### config.mk
export PLATFORM = sky130hd
export DESIGN_NAME = tod_counter
export DESIGN_NICKNAME = d
export VERILOG_FILES = /design/src/rtl/tod_pkg.sv /design/src/rtl/tod_regs.sv /design/src/rtl/tod_burst_fsm.sv /design/src/rtl/tod_trim.sv /design/src/rtl/tod_accum.sv /design/src/rtl/tod_counter.sv
export SDC_FILE = /design/constraint.sdc
export NUM_CORES = 1
export LEC_CHECK = 0
export BUFFER_PORTS_ARGS = -buffer_cell sky130_fd_sc_hd__buf_2
export CELL_PAD_IN_SITES_DETAIL_PLACEMENT = 1
export CELL_PAD_IN_SITES_GLOBAL_PLACEMENT = 2
export CORE_ASPECT_RATIO = 0.7
export CORE_MARGIN = 4
export CORE_UTILIZATION = 40
export DETAILED_ROUTE_END_ITERATION = 16
export PLACE_DENSITY_LB_ADDON = 0.1
export SLEW_MARGIN = 20
export SYNTH_ARGS = -nofsm -noshare
export SYNTH_HDL_FRONTEND = slang
export SYNTH_SLANG_ARGS = --single-unit
### constraint.sdc
create_clock -name clk -period 12.7 [get_ports clk]
set_input_delay 3.175 -clock clk [delete_from_list [all_inputs] [get_ports clk]]
set_output_delay 3.175 -clock clk [all_outputs]
set_load 0.05 [all_outputs]
### src/rtl/tod_pkg.sv
package tod_pkg;

    typedef enum logic [2:0] {
        A_STEP     = 3'd0,
        A_ALT_STEP = 3'd1,
        A_BURST    = 3'd2,
        A_TRIM     = 3'd3,
        A_RATE     = 3'd4,
        A_NS       = 3'd5,
        A_SEC_LO   = 3'd6,
        A_SEC_HI   = 3'd7
    } tod_addr_e;

    typedef enum logic {
        BURST_IDLE = 1'b0,
        BURST_RUN  = 1'b1
    } burst_state_e;

endpackage

### src/rtl/tod_regs.sv
module tod_regs
    import tod_pkg::*;
#(
    parameter int REG_W = 32,
    parameter int SEC_W = 48,
    parameter int NS_W = 32,
    parameter logic [31:0] RESET_STEP = 32'h0008_0000,
    localparam int ADDR_W = 3,
    localparam int HI_W = SEC_W - REG_W
) (
    input  logic              clk,
    input  logic              rst_n,
    input  logic              wr,
    input  logic              rd,
    input  logic [ADDR_W-1:0] addr,
    input  logic [REG_W-1:0]  wdata,
    input  logic [NS_W-1:0]   live_ns,
    input  logic [SEC_W-1:0]  live_sec,
    output logic [REG_W-1:0]  step_o,
    output logic [REG_W-1:0]  alt_step_o,
    output logic [REG_W-1:0]  burst_len_o,
    output logic [REG_W-1:0]  trim_o,
    output logic [REG_W-1:0]  rate_o,
    output logic              burst_wr_o,
    output logic              rate_wr_o,
    output logic              load_o,
    output logic [NS_W-1:0]   load_ns_o,
    output logic [SEC_W-1:0]  load_sec_o,
    output logic [REG_W-1:0]  rdata_o
);

    tod_addr_e         sel;
    logic [HI_W-1:0]   stage_hi;
    logic [REG_W-1:0]  stage_lo;
    logic [SEC_W-1:0]  snap_sec;

    always_comb begin
        sel        = tod_addr_e'(addr);
        burst_wr_o = wr && (sel == A_BURST);
        rate_wr_o  = wr && (sel == A_RATE);
        load_o     = wr && (sel == A_NS);
        load_ns_o  = NS_W'(wdata);
        load_sec_o = {stage_hi, stage_lo};
    end

    always_ff @(posedge clk or negedge rst_n) begin
        if (!rst_n) begin
            step_o      <= RESET_STEP;
            alt_step_o  <= '0;
            burst_len_o <= '0;
            trim_o      <= '0;
            rate_o      <= '0;
            stage_hi    <= '0;
            stage_lo    <= '0;
        end else if (wr) begin
            unique case (sel)
                A_STEP:     step_o      <= wdata;
                A_ALT_STEP: alt_step_o  <= wdata;
                A_BURST:    burst_len_o <= wdata;
                A_TRIM:     trim_o      <= wdata;
                A_RATE:     rate_o      <= wdata;
                A_SEC_LO:   stage_lo    <= wdata;
                A_SEC_HI:   stage_hi    <= wdata[HI_W-1:0];
                A_NS:       ;
            endcase
        end
    end

    always_ff @(posedge clk or negedge rst_n) begin
        if (!rst_n) begin
            rdata_o  <= '0;
            snap_sec <= '0;
        end else if (rd) begin
            unique case (sel)
                A_STEP:     rdata_o <= step_o;
                A_ALT_STEP: rdata_o <= alt_step_o;
                A_BURST:    rdata_o <= burst_len_o;
                A_TRIM:     rdata_o <= trim_o;
                A_RATE:     rdata_o <= rate_o;
                A_NS: begin
                    rdata_o  <= REG_W'(live_ns);
                    snap_sec <= live_sec;
                end
                A_SEC_LO:   rdata_o <= snap_sec[REG_W-1:0];
                A_SEC_HI:   rdata_o <= REG_W'(snap_sec[SEC_W-1:REG_W]);
            endcase
        end
    end

endmodule

### src/rtl/tod_burst_fsm.sv
module tod_burst_fsm
    import tod_pkg::*;
#(
    parameter int CNT_W = 32
) (
    input  logic             clk,
    input  logic             rst_n,
    input  logic             len_wr,
    input  logic [CNT_W-1:0] len_wdata,
    output logic             use_alt,
    output logic [CNT_W-1:0] remaining
);

    burst_state_e     state_q, state_d;
    logic [CNT_W-1:0] rem_q, rem_d;

    always_ff @(posedge clk or negedge rst_n) begin
        if (!rst_n) begin
            state_q <= BURST_IDLE;
            rem_q   <= '0;
        end else begin
            state_q <= state_d;
            rem_q   <= rem_d;
        end
    end

    always_comb begin
        state_d = state_q;
        rem_d   = rem_q;
        unique case (state_q)
            BURST_IDLE: begin
                if (len_wr && (len_wdata != '0)) begin
                    state_d = BURST_RUN;
                    rem_d   = len_wdata;
                end
            end
            BURST_RUN: begin
                if (len_wr) begin
                    if (len_wdata != '0) begin
                        rem_d = len_wdata;
                    end else begin
                        state_d = BURST_IDLE;
                        rem_d   = '0;
                    end
                end else if (rem_q == CNT_W'(1)) begin
                    state_d = BURST_IDLE;
                    rem_d   = '0;
                end else begin
                    rem_d = rem_q - CNT_W'(1);
                end
            end
        endcase
    end

    always_comb begin
        use_alt   = (state_q == BURST_RUN);
        remaining = rem_q;
    end

endmodule

### src/rtl/tod_trim.sv
module tod_trim #(
    parameter int RATE_W = 32
) (
    input  logic              clk,
    input  logic              rst_n,
    input  logic [RATE_W-1:0] rate,
    input  logic              rate_wr,
    output logic              fire
);

    logic [RATE_W-1:0] cnt_q;

    always_comb begin
        fire = (rate != '0) && (cnt_q == rate - RATE_W'(1));
    end

    always_ff @(posedge clk or negedge rst_n) begin
        if (!rst_n) begin
            cnt_q <= '0;
        end else if (rate_wr || fire) begin
            cnt_q <= '0;
        end else if (rate != '0) begin
            cnt_q <= cnt_q + RATE_W'(1);
        end
    end

endmodule

### src/rtl/tod_accum.sv
module tod_accum #(
    parameter int REG_W = 32,
    parameter int SEC_W = 48,
    parameter int NS_W = 32,
    parameter int FRAC_W = 16,
    parameter int unsigned NS_PER_SEC = 1_000_000_000,
    localparam int ACC_W = NS_W + FRAC_W
) (
    input  logic              clk,
    input  logic              rst_n,
    input  logic [REG_W-1:0]  step,
    input  logic [REG_W-1:0]  alt_step,
    input  logic              use_alt,
    input  logic [REG_W-1:0]  trim,
    input  logic              trim_fire,
    input  logic              load,
    input  logic [NS_W-1:0]   load_ns,
    input  logic [SEC_W-1:0]  load_sec,
    output logic [SEC_W-1:0]  sec_q,
    output logic [NS_W-1:0]   ns_q,
    output logic [FRAC_W-1:0] frac_q
);

    localparam logic [ACC_W-1:0] LIMIT = ACC_W'(NS_PER_SEC) << FRAC_W;

    logic [ACC_W-1:0] inc, sum, nxt;
    logic             roll;

    always_comb begin
        inc  = ACC_W'(use_alt ? alt_step : step)
             + ACC_W'(trim_fire ? trim : '0);
        sum  = {ns_q, frac_q} + inc;
        roll = (sum >= LIMIT);
        nxt  = roll ? (sum - LIMIT) : sum;
    end

    always_ff @(posedge clk or negedge rst_n) begin
        if (!rst_n) begin
            sec_q  <= '0;
            ns_q   <= '0;
            frac_q <= '0;
        end else if (load) begin
            sec_q  <= load_sec;
            ns_q   <= load_ns;
            frac_q <= '0;
        end else begin
            sec_q  <= sec_q + SEC_W'(roll);
            ns_q   <= nxt[ACC_W-1:FRAC_W];
            frac_q <= nxt[FRAC_W-1:0];
        end
    end

endmodule

### src/rtl/tod_counter.sv
module tod_counter #(
    parameter int SEC_W = 48,
    parameter int FRAC_W = 16,
    parameter int unsigned NS_PER_SEC = 1_000_000_000,
    parameter logic [31:0] RESET_STEP = 32'h0008_0000,
    localparam int REG_W = 32,
    localparam int NS_W = REG_W
) (
    input  logic              clk,
    input  logic              rst_n,
    input  logic              reg_wr,
    input  logic              reg_rd,
    input  logic [2:0]        reg_addr,
    input  logic [REG_W-1:0]  reg_wdata,
    output logic [REG_W-1:0]  reg_rdata,
    output logic [SEC_W-1:0]  tod_sec,
    output logic [NS_W-1:0]   tod_ns,
    output logic [FRAC_W-1:0] tod_frac
);

    logic [REG_W-1:0] step, alt_step, burst_len, trim, trim_rate, burst_rem;
    logic             burst_wr, rate_wr, load_stb, in_burst, trim_fire;
    logic [NS_W-1:0]  load_ns;
    logic [SEC_W-1:0] load_sec;

    tod_regs #(
        .REG_W(REG_W), .SEC_W(SEC_W), .NS_W(NS_W), .RESET_STEP(RESET_STEP)
    ) u_regs (
        .clk(clk), .rst_n(rst_n), .wr(reg_wr), .rd(reg_rd),
        .addr(reg_addr), .wdata(reg_wdata),
        .live_ns(tod_ns), .live_sec(tod_sec),
        .step_o(step), .alt_step_o(alt_step), .burst_len_o(burst_len),
        .trim_o(trim), .rate_o(trim_rate),
        .burst_wr_o(burst_wr), .rate_wr_o(rate_wr),
        .load_o(load_stb), .load_ns_o(load_ns), .load_sec_o(load_sec),
        .rdata_o(reg_rdata)
    );

    tod_burst_fsm #(.CNT_W(REG_W)) u_burst (
        .clk(clk), .rst_n(rst_n), .len_wr(burst_wr), .len_wdata(reg_wdata),
        .use_alt(in_burst), .remaining(burst_rem)
    );

    tod_trim #(.RATE_W(REG_W)) u_trim (
        .clk(clk), .rst_n(rst_n), .rate(trim_rate), .rate_wr(rate_wr),
        .fire(trim_fire)
    );

    tod_accum #(
        .REG_W(REG_W), .SEC_W(SEC_W), .NS_W(NS_W), .FRAC_W(FRAC_W),
        .NS_PER_SEC(NS_PER_SEC)
    ) u_accum (
        .clk(clk), .rst_n(rst_n), .step(step), .alt_step(alt_step),
        .use_alt(in_burst), .trim(trim), .trim_fire(trim_fire),
        .load(load_stb), .load_ns(load_ns), .load_sec(load_sec),
        .sec_q(tod_sec), .ns_q(tod_ns), .frac_q(tod_frac)
    );

    logic unused_len;
    assign unused_len = ^burst_len;

endmodule

==> summary.md, run 1 <==
| Metric | Value |
|---|---|
| ANT cells | 0 |
| HPWL after DPL | 75.7 mm |
| PortBufs | 166 |
| Vias per cell | 5.92 |
| Clk sinks | 449 |
| Hold endpoint | u_accum.sec_q[5] |
| Area of the multi-input gates | 13200 um2 |
| Worst Path Arrival | 11.73 ns |
| Sequential-to-total area share from yosys stat | 43.9% |
| Setup violators final | 0 |
| Largest net degree at the start of global routing | 177 |
| Setup TNS | 0 ns |
| Worst path required time | 13.15 ns |
| Die area | 68100 um2 |
| Hold Slack | 0.470 ns |
| Vias in the first global route | 21700 |
| Post-synth top flop | dfrtp_1 |
| Largest stage delay on the critical path | 0.98 ns |
| Reg-to-Reg End | u_accum.sec_q[42] |
| Die height | 220 um |
| Area Overhead vs Synth | 13.0% |
| R2r setup slk | 1.42 ns |
| Hold path cells | 2 |
| CTS tree | done |
| Slew @ Worst Pin | 1.19 ns |
| GRT Total Usage | 30.2% |
| EDFF count, synth | 0 |
| CTS Hold Bufs | 0 |
| Register Area | 11200 um2 |
| Startpoint types | register |
| Post-synthesis register bit count | 449 |
| Critical R2R Launch | u_regs.rate_o[11] |
| Net count after synthesis | 2764 |
| Antenna violations before repair | 14 |
| Cts repair resizes | 0 |
| Global-route wire length before repair | 150 mm |
| Clock-pin slew on the worst setup and hold paths | 0.07 ns |
| Post-synth ARST share | 100% |
| Total gr overflow | 0 |
| Final Slew Violations | 0 |
| FMAX | 88.6 MHz |
| Hold_sp | u_regs.stage_lo[5] |
| Slowest stage cell, crit path | o311ai_0 |
| Final WL | 103 mm |
| Hold Crit Class | register to register |
| Crit Path Max Fanout | 14 |
| Core Box Area | 63200 um2 |
| Final Skew | 0.0300 ns |
| LEAKAGE | 12.8 nW |
| Final Critical Period | 11.28 ns |
| GPL Wtd Cong | 0.928 |
| Cell count of the worst reg-to-reg path | 39 |
| Fillers | 7123 |
| Syn Inst Count | 2653 |
| FP Rows | 77 |
| Setup crit end kind | register |
| Pwr dens | 261 nW/um2 |
| CTS buffer count | 49 |
| CP Class | register to register |
| H-tree Lvls | 2 |
| Status | finished clean |
| Setup bufs post-CTS | 0 |
| Final Hold Viols | 0 |
| Die X | 310 um |
| Max Buffers Root-to-Sink | 3 |
| Routed length per instance | 28.6 um |
| Synthesized cell area | 25600 um2 |
| Clk_lat worst skew | 0.60 ns |
| Max-Cap Viols | 0 |
| Nets | 2856 |
| Total number of vias | 21400 |
| Clock Root Buffer | clkbuf_16 |
| RSZ-0062 raised after global routing | no |
| Post-synth cell types | 77 |
| Fin crit share | 88.8% |
| Remaining DRCs | 0 |
| Starting DRT DRC Count | 2119 |
| Top cell by count, worst path | nand2_1 |
| Util after Layout | 45.8% |
| Synth warnings | 0 |
| DRT Pass-1 Iters | 6 |
| Io pins | 167 |
| Post-route ant nets | 0 |
| Layout cells sized above 1 | 19.9% |
| Initial core utilization | 40.5% |
| VDD IR-drop max | 0.000140 V |
| Syn avg cell area | 9.64 um2 |
| Rel. slew slack | 19.7% |
logic make-up after synthesis:
kind of cell               after synthesis  share of synthesized area [%]
buffers and inverters                  311                           4.70
xor gates and xnor gates               166                           5.68
muxes                                  310                           13.9
AOI/OAI and AO/OA                      514                           12.4
adders and majority gates               72                           4.49
DFF                                    449                           43.9
and+or+nand+nor                        831                           14.9
critical path: cells and delay by family (launching register included):
family                   cells  cell delay (ns)
flip-flops                   1             0.44
AO/OA/AOI/OAI                8             2.89
adder cells (fa/ha/maj)      4             1.22
buffers and inverters        5             1.02
XOR/XNOR                     3             0.60
AND/OR/NAND/NOR             19             4.97
cell usage in the layout (no fill, tap or decap), drive strengths merged, types with 7 or more instances in the layout:
master  netlist  routed
nand3        68      68
buf          36     200
nand2       356     356
or4           7       7
a31oi        15      15
ha           39      39
o22ai        16      16
o311ai       19      19
nor4         18      18
nand4        39      39
mux2i        66      66
clkbuf      123      67
fa           33      33
and2         12      12
o21a          7       7
o211ai       46      46
and4          7       7
a21o         19      19
clkinv        1       9
or2          11      11
bufinv        0       7
inv         151     153
a21oi       114     114
xnor2        87      87
dfrtp       448     448
nand2b       14      14
o21ai       199     199
a211oi       12      12
or3          21      21
mux2        231     231
o221ai       13      13
nor3         53      53
mux4         13      13
xor2         79      79
nor2        172     172
nor2b        12      12
and3         21      21
synth_stat cells (13+ instances only):
| library cell | number | share of area, % |
|---|---|---|
| a31oi_1 | 15 | 0.37 |
| o221ai_1 | 13 | 0.45 |
| inv_1 | 151 | 2.2 |
| nand3_1 | 68 | 1.3 |
| fa_1 | 33 | 2.6 |
| nand2b_1 | 14 | 0.34 |
| mux2_2 | 231 | 10 |
| nand2_1 | 355 | 5.2 |
| nor3_1 | 52 | 1.0 |
| a21o_1 | 19 | 0.56 |
| clkbuf_1 | 116 | 1.7 |
| nor2_1 | 172 | 2.5 |
| nor4_1 | 17 | 0.42 |
| nand4_1 | 39 | 0.95 |
| a21oi_1 | 114 | 2.2 |
| xor2_1 | 79 | 2.7 |
| o21ai_0 | 198 | 3.9 |
| dfrtp_1 | 448 | 44 |
| or3_1 | 20 | 0.49 |
| ha_1 | 39 | 1.9 |
| o211ai_1 | 46 | 1.3 |
| o22ai_1 | 16 | 0.39 |
| mux2i_1 | 66 | 2.6 |
| xnor2_1 | 87 | 3.0 |
| and3_1 | 21 | 0.51 |
| mux4_2 | 13 | 1.1 |
| o311ai_0 | 18 | 0.62 |
| buf_1 | 30 | 0.44 |
metrics by stage:
stage	cells	instance area, um2	total power, mW	setup slack (ns)
final	3612	28900	7.55	1.42
after global routing	3612	28900	8.00	0.652
after CTS	3611	28900	7.55	1.65
after detailed placement	3522	27100	5.93	1.69
after global placement	3521	27100	5.85	2.13
after floorplan	2653	25600	4.71	3.56
final cells by class:
| cell class | count | area share (%) |
|---|---|---|
| Clock buffer | 67 | 5.07 |
| Clock inverter | 22 | 1.06 |
| Inverter | 152 | 1.97 |
| Multi-Input combinational cell | 1893 | 45.5 |
| Sequential cell | 449 | 38.9 |
| Tap cell | 829 | 3.59 |
| Timing Repair Buffer | 200 | 3.90 |
flip-flops by register name, summed over array words and instances, names as in the netlist:
name,flops
u_trim.cnt_q,32
u_burst.remaining,32
u_accum.ns_q,32
u_accum.frac_q,16
u_regs.rdata_o,32
u_regs.stage_lo,32
u_regs.rate_o,32
u_regs.alt_step_o,32
u_burst.use_alt,1
u_accum.sec_q,48
u_regs.step_o,32
u_regs.burst_len_o,32
u_regs.trim_o,32
u_regs.snap_sec,48
u_regs.stage_hi,16
how the worst max path moves through the flow:
stage                                 start                 to  slack, ns  cells after the start
after floorplan           u_regs.rate_o[12]  u_accum.sec_q[47]       3.56                     37
after global placement    u_regs.rate_o[12]  u_accum.sec_q[46]       2.13                     38
after detailed placement  u_regs.rate_o[10]  u_accum.sec_q[42]       1.69                     39
after CTS                 u_regs.rate_o[11]  u_accum.sec_q[42]       1.65                     39
after global routing      u_regs.rate_o[11]  u_accum.sec_q[42]       0.65                     39
final                     u_regs.rate_o[11]  u_accum.sec_q[42]       1.42                     39
layer usage:
| metal | routed length [um] | vias to the layer above | track usage, % |
|---|---|---|---|
| li1 | - | 9448 | - |
| met3 | 7920 | 132 | 6.67 |
| met4 | 2930 | 2 | 8.52 |
| met1 | 47800 | 11100 | 44.0 |
| met5 | 15 | - | 0 |
| met2 | 44600 | 741 | 45.3 |
report_power, final:
group	internal [mW]	switching (mW)
clock	0.950	0.651
combinational	1.23	2.32
sequential	1.85	0.551
total	4.03	3.52
Note: power is estimated with default switching activity, not from simulation.
==> run 2: changes to the inputs <==
--- a/config.mk
+++ b/config.mk
@@ -13,6 +13,7 @@
 export CORE_UTILIZATION = 40
 export DETAILED_ROUTE_END_ITERATION = 16
 export PLACE_DENSITY_LB_ADDON = 0.1
+export REMOVE_ABC_BUFFERS = 1
 export SLEW_MARGIN = 20
 export SYNTH_ARGS = -nofsm -noshare
 export SYNTH_HDL_FRONTEND = slang
==> run 2 against run 1 <==
Design area fell by 0.65%. Setup slack got worse by 0.59 ns. First-iteration DRC count fell by 17%. Utilization fell by 0.30 points. Flip-flop and latch count did not move. Largest power group unchanged.
==> summary.md, run 2 (synthesized netlist as in run 1, its figures left out) <==
| Metric | Value |
|---|---|
| Vias per cell | 5.92 |
| Total gr overflow | 0 |
| LEAKAGE | 12.8 nW |
| Worst Path Arrival | 12.34 ns |
| Crit Path Max Fanout | 14 |
| Sequential power share | 32.2% |
| Area Overhead vs Synth | 12.3% |
| Metal2 WL | 43.6 mm |
| Max Buffers Root-to-Sink | 3 |
| Slew @ Worst Pin | 1.03 ns |
| Core Box Area | 63200 um2 |
| Hold Slack | 0.462 ns |
| Clk_lat worst skew | 0.63 ns |
| Post-route ant nets | 0 |
| Met3 Wirelength | 8.35 mm |
| Slowest stage cell, crit path | a2111oi_4 |
| Highest routed metal layer | met5 |
| Max-Cap Viols | 0 |
| Antenna violations before repair | 15 |
| Fillers | 7137 |
| Total number of vias | 21400 |
| Io pins | 167 |
| Fraction of power consumed by the clock network | 19.3% |
| Util after Layout | 45.5% |
| FP Rows | 77 |
| FMAX | 84.2 MHz |
| Hold Crit Class | register to register |
| H-tree Lvls | 2 |
| Die area | 68100 um2 |
| Most common cell after layout, fill and taps aside | dfrtp_1 |
| Area of the multi-input gates | 13200 um2 |
| Wl on met1 | 48.7 mm |
| Worst path required time | 13.17 ns |
| Rel. slew slack | 31.1% |
| RSZ-0062 raised after global routing | no |
| GRT Total Usage | 30.2% |
| Most frequent cells in the layout | dfrtp_1, nand2_1, mux2_2, o21ai_0, nor2_1 |
| Internal power | 3.89 mW |
| Clk sinks | 449 |
| Routed length per instance | 28.4 um |
| P_sw | 3.59 mW |
| Initial core utilization | 40.5% |
| Setup bufs post-CTS | 0 |
| Clock-pin slew on the worst setup and hold paths | 0.06 ns |
| Pwr dens | 260 nW/um2 |
| Status | finished clean |
| CTS tree | done |
| CTS buffer count | 49 |
| Clock Root Buffer | clkbuf_16 |
| Remaining DRCs | 0 |
| Die X | 310 um |
| Nets | 2863 |
| Final Hold Viols | 0 |
| Die height | 220 um |
| Startpoint types | register |
| Setup violators final | 0 |
| HPWL after DPL | 75.8 mm |
| Top cell by count, worst path | nor2_1 |
| Largest stage delay on the critical path | 0.89 ns |
| Register Area | 11200 um2 |
| CP top delay family | simple AND/OR/NAND/NOR gates |
| Cts repair resizes | 0 |
| VDD IR-drop max | 0.0000956 V |
| Final Skew | 0.0446 ns |
| DRT Pass-1 Iters | 5 |
| Top flop regs | u_accum.sec_q: 48 flops, u_regs.snap_sec: 48 flops |
| Logic gate share of total power | 48.4% |
| Sw Ratio | 48.0% |
| Starting DRT DRC Count | 1757 |
| CP Class | register to register |
| Final Slew Violations | 0 |
| Setup TNS | 0 ns |
| PortBufs | 166 |
| Largest net degree at the start of global routing | 95 |
| Global-route wire length before repair | 151 mm |
| GPL Wtd Cong | 0.908 |
| CTS Hold Bufs | 0 |
| Fin crit share | 93.5% |
| Setup crit end kind | register |
| Buf/Inv on CP | 3 |
| Vias in the first global route | 21800 |
| Final WL | 103 mm |
| Final Critical Period | 11.87 ns |
| Layout cells sized above 1 | 19.6% |
==> run 2: power groups by stage <==
stage | combinational (mW) | sequential [mW] | clock (mW)
4_1_cts | 3.60 | 2.39 | 1.47
6_report | 3.62 | 2.41 | 1.44
3_3_place_gp | 3.53 | 2.40 | 0
5_1_grt | 3.96 | 2.45 | 1.54
2_1_floorplan | 2.01 | 2.66 | 0
3_5_place_dp | 3.57 | 2.41 | 0
==> run 2: metrics by stage <==
step / total power [mW] / instances / setup slack [ns] / instance area (um2)
6_report: 7.47 / 3614 / 0.828 / 28700
5_1_grt: 7.95 / 3613 / 0.0799 / 28700
4_1_cts: 7.46 / 3613 / 0.883 / 28700
3_5_place_dp: 5.99 / 3530 / 0.964 / 27200
3_3_place_gp: 5.93 / 3530 / 1.17 / 27200
2_1_floorplan: 4.67 / 2494 / 2.32 / 25000
==> run 2: routing by layer <==
metal | track usage, % | vias to the layer above
li1 | - | 9469
met1 | 45.5 | 11200
met2 | 44.2 | 631
met3 | 7.72 | 110
met4 | 5.43 | 6
met5 | 0 | -
==> run 2: path summary, 6_finish.rpt <==
kind	start	slack, ns	end	cells past startpoint
worst max-delay path	u_regs.rate_o[12]	0.83	u_accum.sec_q[42]	36
worst min-delay path	u_regs.stage_lo[0]	0.46	u_accum.sec_q[0]	2
worst max register to register	u_regs.rate_o[12]	0.83	u_accum.sec_q[42]	36
worst min register to register	u_regs.stage_lo[0]	0.46	u_accum.sec_q[0]	2
max in group asynchronous	rst_n	7.80	u_accum.ns_q[31]	3
min in group asynchronous	rst_n	2.53	u_accum.frac_q[7]	1
==> run 2: area by class of cell <==
cell class,count,area share (%)
clock buffer,68,4.76
clock inverter,15,0.684
multi-input combinational,1893,45.8
timing repair buffer,207,4.01
tap,829,3.61
antenna,1,0.00871
inverter,152,1.99
sequential,449,39.1
==> run 2: worst register-to-register path, delay by kind of cell, from the launching register on <==
kind                       cells  cell delay, ns
adders and majority gates      4            1.38
buffers and inverters          3            0.63
DFF                            1            0.44
xor gates and xnor gates       2            0.35
and+or+nand+nor               19            5.48
AOI/OAI and AO/OA              8            3.45
==> run 3: changes to the inputs <==
--- a/config.mk
+++ b/config.mk
@@ -10,11 +10,12 @@
 export CELL_PAD_IN_SITES_GLOBAL_PLACEMENT = 2
 export CORE_ASPECT_RATIO = 0.7
 export CORE_MARGIN = 4
-export CORE_UTILIZATION = 40
+export CORE_UTILIZATION = 41
 export DETAILED_ROUTE_END_ITERATION = 16
 export PLACE_DENSITY_LB_ADDON = 0.1
 export REMOVE_ABC_BUFFERS = 1
 export SLEW_MARGIN = 20
 export SYNTH_ARGS = -nofsm -noshare
 export SYNTH_HDL_FRONTEND = slang
+export SYNTH_HIERARCHICAL = 1
 export SYNTH_SLANG_ARGS = --single-unit
==> run 3 against run 2 <==
Count of clock-buffer cells in the layout is 3 higher. Clock power hardly changed. Clock skew is 0.0075 ns lower. Critical path depth is 2 higher. Non-clock buffer count is 3 lower. Sequential power is 2% higher. Flip-flop and latch count stayed put. Critical path type unchanged. Critical endpoint is now u_accum/sec_q[45].
==> summary.md, run 3 <==
| Metric | Value |
|---|---|
| GRT Total Usage | 28.4% |
| Sequential power share | 32.6% |
| Post-synth cell types | 111 |
| Crit Path Max Fanout | 32 |
| Vias per cell | 5.98 |
| Total gr overflow | 0 |
| VDD IR-drop max | 0.000149 V |
| Syn Inst Count | 2608 |
| P_sw | 3.56 mW |
| Starting DRT DRC Count | 1736 |
| Syn avg cell area | 10.3 um2 |
| Synth top area share | 41.7% |
| Post-synth top flop | dfrtp_1 |
| Met2 usage | 42.4% |
| Status | finished clean |
| Global routing's busiest layer | met1 |
| Post-route ant nets | 0 |
| Die area | 69700 um2 |
| Slew @ Worst Pin | 1.09 ns |
| Cell count of the worst reg-to-reg path | 38 |
| Max-Cap Viols | 0 |
| Sw Ratio | 47.1% |
| Final Critical Period | 10.95 ns |
| CP Class | register to register |
| Post-synth ARST share | 100% |
| Worst Path Arrival | 11.47 ns |
| Final Hold Viols | 0 |
| Layout cells sized above 1 | 23.1% |
| PortBufs | 166 |
| Met3 Use GR | 5.01% |
| Clock Root Buffer | clkbuf_16 |
| Die height | 222 um |
| Hold Crit Class | register to register |
| Largest area contributor in the netlist | dfrtp_1 |
| Fraction of power consumed by the clock network | 19.2% |
| Top cells by area, synth | dfrtp_1, mux2_2, nand2_1 |
| Cts repair resizes | 0 |
| Top flop regs | u_accum/sec_q: 48 flops, u_regs/snap_sec: 48 flops |
| Most numerous cell in the Yosys netlist | dfrtp_1 |
| GPL Wtd Cong | 0.889 |
| Nets | 2799 |
| CTS tree | done |
| CTS Hold Bufs | 0 |
| Worst path required time | 13.22 ns |
| Finished layout cell area | 29700 um2 |
| Setup crit end kind | register |
| Met1 usage | 42.9% |
| Internal power | 3.99 mW |
| FP Rows | 78 |
| Logic gate share of total power | 48.2% |
| Routed length per instance | 27.9 um |
| Hold Slack | 0.480 ns |
| Global-route wire length before repair | 150 mm |
| H-tree Lvls | 2 |
| Total power | 7.55 mW |
| Rel. slew slack | 27.0% |
| CTS buffer count | 49 |
| DRT Pass-1 Iters | 5 |
| Most frequent cells in the layout | dfrtp_1, mux2_2, nand2_1, nor2_1, buf_2 |
| Pwr dens | 254 nW/um2 |
| Dpl cells | 3517 |
| Clock-pin slew on the worst setup and hold paths | 0.06 ns |
| Setup bufs post-CTS | 0 |
| Final WL | 101 mm |
| Setup TNS | 0 ns |
| Largest net degree at the start of global routing | 151 |
| EDFF count, synth | 0 |
| Top cell by count, worst path | and3_1 |
| Sequential-to-total area share from yosys stat | 41.8% |
| Final std cells w/o fill | 3611 |
| LEAKAGE | 12.5 nW |
| Max Buffers Root-to-Sink | 3 |
| Synthesized cell area | 26900 um2 |
| Final Skew | 0.0371 ns |
| Initial core utilization | 41.5% |
| Remaining DRCs | 0 |
| Clk sinks | 449 |
| Area Overhead vs Synth | 10.5% |
| Clk_lat worst skew | 0.62 ns |
| Hold path cells | 2 |
| Post-synthesis register bit count | 449 |
| Placed cell area | 28100 um2 |
| Slowest stage cell, crit path | or4_4 |
| FMAX | 91.3 MHz |
| Io pins | 167 |
| RSZ-0062 raised after global routing | no |
| Final Slew Violations | 0 |
| Fin crit share | 86.2% |
| HPWL after DPL | 72.5 mm |
| Vias in the first global route | 22300 |
| Total number of vias | 21600 |
| Core Box Area | 64800 um2 |
| Antenna violations before repair | 16 |
| Synth warnings | 6 |
| Startpoint types | register |
| Post-synth top cells | dfrtp_1, mux2_2, nand2_1, nor2_1, o21ai_0 |
| Largest stage delay on the critical path | 0.56 ns |
| Die X | 314 um |
| Setup violators final | 0 |
| Most common cell after layout, fill and taps aside | dfrtp_1 |
[run 3: cell count changes after synthesis, sizes merged, moves of 32 or more]
| cell | change |
|---|---|
| buf | +85 |
| inv | -96 |
| mux2 | +63 |
| clkbuf | -69 |
| a21oi | -38 |
| nand2 | -122 |
| o21ai | -49 |
| a221oi | +39 |
| nor2b | +32 |
| and2 | +37 |
[run 3: kinds of logic (layout without fill, tap and decap cells)]
kind of cell	Yosys count	after routing	share of synthesized area, %
AOI/OAI and AO/OA	497	497	13.1
xor gates and xnor gates	171	171	5.60
adders and majority gates	72	72	4.28
buffers and inverters	230	348	4.68
DFF	449	449	41.8
muxes	339	339	14.0
other	0	5	0
and+or+nand+nor	850	850	16.5
[run 3: path summary, 6_finish.rpt]
| path | start | to | slack (ns) |
|---|---|---|---|
| setup / recovery | u_regs/rate_o[0] | u_accum/sec_q[45] | 1.75 |
| hold / removal | u_regs/stage_lo[30] | u_accum/sec_q[30] | 0.48 |
| setup reg to reg | u_regs/rate_o[0] | u_accum/sec_q[45] | 1.75 |
| hold reg to reg | u_regs/stage_lo[30] | u_accum/sec_q[30] | 0.48 |
| max in group asynchronous | rst_n | u_accum/frac_q[14] | 7.85 |
| min in group asynchronous | rst_n | u_accum/sec_q[40] | 2.57 |
[run 3: stage by stage]
step                      utilization, %  setup WS, ns
after floorplan                        -          2.98
after global routing                45.8         0.976
after detailed placement            43.4          1.74
final                               45.8          1.75
after global placement              43.3          2.13
after CTS                           45.8          1.71
[run 3: metal layers]
layer,wire [um],part of all wire (%)
met1,48800,48
met4,2160,2.1
met3,6100,6.0
met5,13,0.013
met2,43800,43
[run 3: power groups by stage]
stage               Clock [mW]  Sequential [mW]  Combinational (mW)
floorplan                    0             2.72                2.10
global placement             0             2.46                3.54
detailed placement           0             2.48                3.59
CTS                       1.48             2.46                3.62
global route              1.54             2.51                3.95
finish                    1.45             2.46                3.64
[run 3: area by class of cell]
type	instances	area, um2
diodes	5	12.5
clock buffers	71	1360
clock inverters	18	213
fillers	7172	35100
inverters	55	209
multi-input cells	1929	14400
flip-flops and latches	449	11200
well taps	880	1100
repair buffers	204	1150
[run 3: worst max-delay path, delay by kind of cell (launching register included)]
kind / cells / cell delay, ns
AO/OA/AOI/OAI: 8 / 2.13
XOR/XNOR: 2 / 0.33
adder cells (fa/ha/maj): 5 / 1.31
buffers and inverters: 4 / 0.71
flip-flops: 1 / 0.45
AND/OR/NAND/NOR: 19 / 5.90
